## src/rtl/kbc_pwr_pkg.sv

```systemverilog
package kbc_pwr_pkg;
   typedef enum logic [1:0] {
      PS_RUN    = 2'd0,
      PS_DOZE   = 2'd1,
      PS_DEEP   = 2'd2,
      PS_SETTLE = 2'd3
   } pwr_state_e;

   typedef enum logic [1:0] {
      RA_NONE    = 2'd0,
      RA_NEXT    = 2'd1,
      RA_VECTOR  = 2'd2,
      RA_RESTART = 2'd3
   } resume_e;
endpackage

```

## src/rtl/kbc_wake_arb.sv

```systemverilog
module kbc_wake_arb
   import kbc_pwr_pkg::*;
(
   input  logic    cpu_reset,
   input  logic    host_wr,
   input  logic    ibf_ie,
   output logic    wake,
   output resume_e wake_act
);
   // reset outranks a host write when both are present
   always_comb begin
      wake     = cpu_reset | host_wr;
      wake_act = RA_NONE;
      if (cpu_reset)
         wake_act = RA_RESTART;
      else if (host_wr)
         wake_act = ibf_ie ? RA_VECTOR : RA_NEXT;
   end
endmodule

```

## src/rtl/kbc_stab_timer.sv

```systemverilog
module kbc_stab_timer #(
   parameter int  CNT_W   = 10,
   parameter bit  STAB_EN = 1'b1
) (
   input  logic             clk,
   input  logic             por_n,
   input  logic             load,
   input  logic [CNT_W-1:0] load_val,
   input  logic             run,
   output logic             expired
);
   generate
      if (STAB_EN) begin : g_count
         logic [CNT_W-1:0] cnt_q;
         always_ff @(posedge clk or negedge por_n) begin
            if (!por_n)
               cnt_q <= '0;
            else if (load)
               cnt_q <= load_val;
            else if (run && (cnt_q != '0))
               cnt_q <= cnt_q - 1'b1;
         end
         assign expired = (cnt_q == '0);
      end else begin : g_bypass
         logic unused_tmr;
         assign unused_tmr = ^{clk, por_n, load, load_val, run};
         assign expired    = 1'b1;
      end
   endgenerate
endmodule

```

## src/rtl/kbc_pwr_fsm.sv

```systemverilog
module kbc_pwr_fsm
   import kbc_pwr_pkg::*;
(
   input  logic       clk,
   input  logic       por_n,
   input  logic       halt_req,
   input  logic       stop_req,
   input  logic       wake,
   input  resume_e    wake_act,
   input  logic       cpu_reset,
   input  logic       expired,
   output pwr_state_e state,
   output logic       load_tmr,
   output logic       run_tmr,
   output logic       res_vld,
   output resume_e    res_act
);
   pwr_state_e state_q, state_d;
   resume_e    pend_q, pend_d, act_q, act_d;
   logic       vld_q, vld_d;

   always_comb begin
      state_d  = state_q;
      pend_d   = pend_q;
      vld_d    = 1'b0;
      act_d    = RA_NONE;
      load_tmr = 1'b0;
      unique case (state_q)
         PS_RUN: begin
            if (halt_req || stop_req) begin
               if (wake) begin
                  vld_d = 1'b1;
                  act_d = wake_act;
               end else begin
                  state_d = stop_req ? PS_DEEP : PS_DOZE;
               end
            end
         end
         PS_DOZE: begin
            if (wake) begin
               state_d = PS_RUN;
               vld_d   = 1'b1;
               act_d   = wake_act;
            end
         end
         PS_DEEP: begin
            if (wake) begin
               state_d  = PS_SETTLE;
               pend_d   = wake_act;
               load_tmr = 1'b1;
            end
         end
         PS_SETTLE: begin
            if (cpu_reset) pend_d = RA_RESTART;
            if (expired) begin
               state_d = PS_RUN;
               vld_d   = 1'b1;
               act_d   = cpu_reset ? RA_RESTART : pend_q;
            end
         end
         default: state_d = PS_RUN;
      endcase
   end

   always_ff @(posedge clk or negedge por_n) begin
      if (!por_n) begin
         state_q <= PS_RUN;
         pend_q  <= RA_NONE;
         vld_q   <= 1'b0;
         act_q   <= RA_NONE;
      end else begin
         state_q <= state_d;
         pend_q  <= pend_d;
         vld_q   <= vld_d;
         act_q   <= act_d;
      end
   end

   assign state   = state_q;
   assign run_tmr = (state_q == PS_SETTLE);
   assign res_vld = vld_q;
   assign res_act = act_q;
endmodule

```

## src/rtl/kbc_pwr_seq.sv

```systemverilog
module kbc_pwr_seq
   import kbc_pwr_pkg::*;
#(
   parameter int CNT_W     = 10,
   parameter bit STAB_EN   = 1'b1,
   parameter int MIN_CNT_W = 10
) (
   input  logic             clk,
   input  logic             por_n,
   input  logic             cpu_reset,
   input  logic             halt_req,
   input  logic             stop_req,
   input  logic             host_wr,
   input  logic             ibf_ie,
   input  logic [CNT_W-1:0] stab_count,
   output logic             alu_clk_en,
   output logic             core_clk_en,
   output logic             osc_en,
   output logic             resume_valid,
   output logic [1:0]       resume_act
);
   generate
      if (STAB_EN && (CNT_W < MIN_CNT_W)) begin : g_bad_width
         $error("kbc_pwr_seq: CNT_W below minimum stabilization width");
      end
      if (CNT_W > 32) begin : g_too_wide
         $error("kbc_pwr_seq: CNT_W above 32");
      end
   endgenerate

   logic       wake, expired, load_tmr, run_tmr, res_vld;
   resume_e    wake_act, res_act;
   pwr_state_e state;

   kbc_wake_arb u_arb (
      .cpu_reset (cpu_reset),
      .host_wr   (host_wr),
      .ibf_ie    (ibf_ie),
      .wake      (wake),
      .wake_act  (wake_act)
   );

   kbc_stab_timer #(.CNT_W(CNT_W), .STAB_EN(STAB_EN)) u_tmr (
      .clk      (clk),
      .por_n    (por_n),
      .load     (load_tmr),
      .load_val (stab_count),
      .run      (run_tmr),
      .expired  (expired)
   );

   kbc_pwr_fsm u_fsm (
      .clk       (clk),
      .por_n     (por_n),
      .halt_req  (halt_req),
      .stop_req  (stop_req),
      .wake      (wake),
      .wake_act  (wake_act),
      .cpu_reset (cpu_reset),
      .expired   (expired),
      .state     (state),
      .load_tmr  (load_tmr),
      .run_tmr   (run_tmr),
      .res_vld   (res_vld),
      .res_act   (res_act)
   );

   assign alu_clk_en   = (state == PS_RUN);
   assign core_clk_en  = (state == PS_RUN) || (state == PS_DOZE);
   assign osc_en       = (state != PS_DEEP);
   assign resume_valid = res_vld;
   assign resume_act   = res_act;
endmodule

```

## config.mk

```make
export PLATFORM = sky130hd
export DESIGN_NAME = kbc_pwr_seq
export DESIGN_NICKNAME = d
export VERILOG_FILES = /design/src/rtl/kbc_pwr_pkg.sv /design/src/rtl/kbc_wake_arb.sv /design/src/rtl/kbc_stab_timer.sv /design/src/rtl/kbc_pwr_fsm.sv /design/src/rtl/kbc_pwr_seq.sv
export SDC_FILE = /design/constraint.sdc
export NUM_CORES = 1
export LEC_CHECK = 0
export ABC_AREA = 1
export BUFFER_PORTS_ARGS = -buffer_cell sky130_fd_sc_hd__clkbuf_2
export CAP_MARGIN = 20
export CORE_MARGIN = 2
export CORE_UTILIZATION = 47
export DETAILED_ROUTE_END_ITERATION = 10
export PLACE_DENSITY = 0.7
export SLEW_MARGIN = 20
export SYNTH_ARGS = -nofsm -noshare
export SYNTH_HDL_FRONTEND = slang
export SYNTH_SLANG_ARGS = --single-unit
```

## constraint.sdc

```tcl
create_clock -name clk -period 3.64 [get_ports clk]
set_input_delay 0.364 -clock clk [delete_from_list [all_inputs] [get_ports clk]]
set_output_delay 0.364 -clock clk [all_outputs]
set_load 0.05 [all_outputs]
```

==> out/metrics.csv <==
metric,value,unit
TNS Setup,0,ns
mux contribution to synthesized area,0.00919,
Synth cell types,30,
Via Count,1131,
failing checks,hold timing,
critical path class,reg -> out,
switching pwr,0.644,mW
slew margin rel.,0.701,
initial antenna violation count,0,
Post-synth ARST share,1.00,
CTS Buffer Depth,2,
P per Cell Area,886,nW/um^2
layout cell share with drive strength beyond 1,0.277,
largest family of logic cells by synthesized area,simple AND/OR/NAND/NOR gates,
Clock Skews,0.00266,ns
Clock power frac,0.087,
area of the multi-input gates,688,sq um
slowest CP cell,dfrtp_1,
Worst Path Arrival,1.31,ns
vias in the first global route,1026,
Worst-path clk slew,0.10,ns
cts bufs inserted,3,
FMAX,597,MHz
final worst path period share,0.460,
first-pass detailed-route iteration total,4,
reg2reg setup slack,2.14,ns
Final ANT Viol Nets,0,
synthesized cell area,1220,sq um
hold slack,-0.00840,ns
Post-CTS Setup Bufs,0,
Synth Area per Inst,7.42,sq um
global-route wire length before repair,4330,microns
cell taking the most area after synthesis,dfrtp_1,
"EDFF count, synth",0,
peak supply drop,0.551,mV
Initial Util,0.494,
Die X,55.1,microns
status,finished with violations,
Finish-stage setup viols,0,
Layout Cell Area excl Fill,1370,sq um
Total GRT Usage,0.199,
RSZ-0062 raised after global routing,false,
filler instances,247,
area share of the largest cell type after synthesis,0.347,
I/O pin count,23,
final core occ,0.551,
Comb pwr share,0.614,
cts repair resizes,0,
min Tclk post-route,1.67,ns
Placed Area,1340,sq um
Site Rows,18,
Simple-Gate Fraction of Synth Area,0.395,
Internal Power,0.565,mW
Synth Area in Compound Gates,0.130,
CP max FO,8,
Die ar.,3030,sq um
DRT iter0 DRCs,33,
largest net degree at the start of global routing,19,
Post-Syn Nets,184,
CP endpoint kind,output pin,
Syn Inst Count,165,
die height,55.1,microns
top post-synthesis cells by count,"40 x nand2_1, 20 x nor2_1, 17 x dfrtp_1, 16 x inv_1, 15 x nand3_1",
worst setup path endpoint,alu_clk_en,
Worst-Margin Slew,0.449,ns
Worst Setup Start Kind,flop,
Overflow after GRT,0,
Max-Cap Viols,0,
ant diodes,0,
clk_lat worst skew,0.29,ns
"slowest stage delay, CP",0.49,ns
Fin. Hold Viols,17,
Clock Sink Count,17,
switching portion of total power,0.533,
CTS H-tree lvls,1,
DRC,0,
reg2reg start,u_tmr.g_count.cnt_q[8],
Flop pwr share,0.299,
ranking of synthesized cells by area,"dfrtp_1 35%, nand2_1 12%, nand3_1 6.1%",
hpwl dp,1960,microns
area delta synth->final,11.4,%
clock root cell,clkbuf_4,
core area,2480,sq um
YS warnings,0,
RePlAce Congestion,0.843,
sequential cell area fraction in the yosys report,0.347,
Hold Buf Count CTS,0,
Critical Path Source,u_fsm.state[1],
"flops & latches, synth",17,
Lkg Pwr,0.695,nW
CP Buf/Inv Count,1,
Register Area,425,sq um
worst r2r path cells,7,
ys flop type,dfrtp_1,
"Req. time, crit path",3.28,ns
Final nets,208,
most frequent cell after synthesis,nand2_1,
Synth Area in Adders,0.0204,
FF-to-FF End,u_tmr.g_count.cnt_q[3],
"CP delay by family, top",flip-flops,
"Slew Viols, Final",0,
DRT Wirelength,2560,microns
Critical Path Stages,2,
CTS tree,built,
IO Port Bufs,22,
"critical path, cell by cell","nor2_2, clkbuf_2",
vias per cell,5.19,
Hold Path Class,in -> async,
Synth Area in XOR/XNOR,0.00715,
wire length per cell,11.7,microns
-- logic make-up after synthesis --
kind of cell	after synthesis
simple gates	95
compound gates	26
buf+inv	23
flops	17
fa+ha+maj	2
xor+xnor	1
mux	1
-- routing by layer --
layer,vias to the layer above,wire length [microns],track usage
met4,0,39,0.0732
li1,570,-,-
met2,32,1270,0.347
met5,-,0,0
met3,5,108,0.0242
met1,524,1140,0.250
-- how the worst min path moves through the flow --
stage               start                endpoint  slack [ns]  cells after the start
finish              por_n           u_fsm.res_vld      -0.008                      1
global route        por_n  u_tmr.g_count.cnt_q[3]        0.02                      1
CTS                 por_n  u_tmr.g_count.cnt_q[3]      0.0004                      1
detailed placement  por_n           u_fsm.res_vld        0.33                      1
global placement    por_n           u_fsm.res_vld        0.33                      1
floorplan           por_n         u_fsm.pend_q[0]        0.07                      0
-- power groups by stage --
stage          registers, mW  logic (mW)  clock network [mW]
2_1_floorplan          0.384       0.606                   0
3_3_place_gp           0.361       0.729                   0
3_5_place_dp           0.365       0.743                   0
4_1_cts                0.361       0.744               0.109
5_1_grt                0.379       0.838               0.118
6_report               0.362       0.742               0.105
-- layout by cell type (no fill, tap or decap), types with 3 or more instances in the layout --
master,count
clkbuf_4,3
nand2_2,5
inv_1,16
nor2_4,3
o21ai_1,3
a21oi_1,4
nor2_1,20
nand2_1,40
inv_2,3
o21ai_2,5
nor2_2,3
dfrtp_1,17
clkbuf_2,22
nand3_1,15
o21ai_0,11
-- per-stage QoR --
step	hold WS [ns]	setup slack, ns	total power [mW]	std cells
3_3_place_gp	0.327	2.21	1.09	214
2_1_floorplan	0.0684	2.09	0.990	165
5_1_grt	0.0244	1.91	1.34	218
6_report	-0.00840	1.97	1.21	218
3_5_place_dp	0.331	2.18	1.11	214
4_1_cts	0.000355	1.97	1.21	218
-- state kept, by name, summed over array words and instances, names as in the netlist --
signal and flops:
u_fsm.pend_q 2, u_tmr.g_count.cnt_q 10, u_fsm.res_vld 1, u_fsm.res_act 2
u_fsm.state 2
-- cell type report --
type / instances / share of cell area
Multi-Input combinational cell: 125 / 0.504
Sequential cell: 17 / 0.312
Clock buffer: 4 / 0.0192
Timing Repair Buffer: 22 / 0.0807
Tap cell: 30 / 0.0275
Inverter: 20 / 0.0568
(Power assumes the default switching activity.)
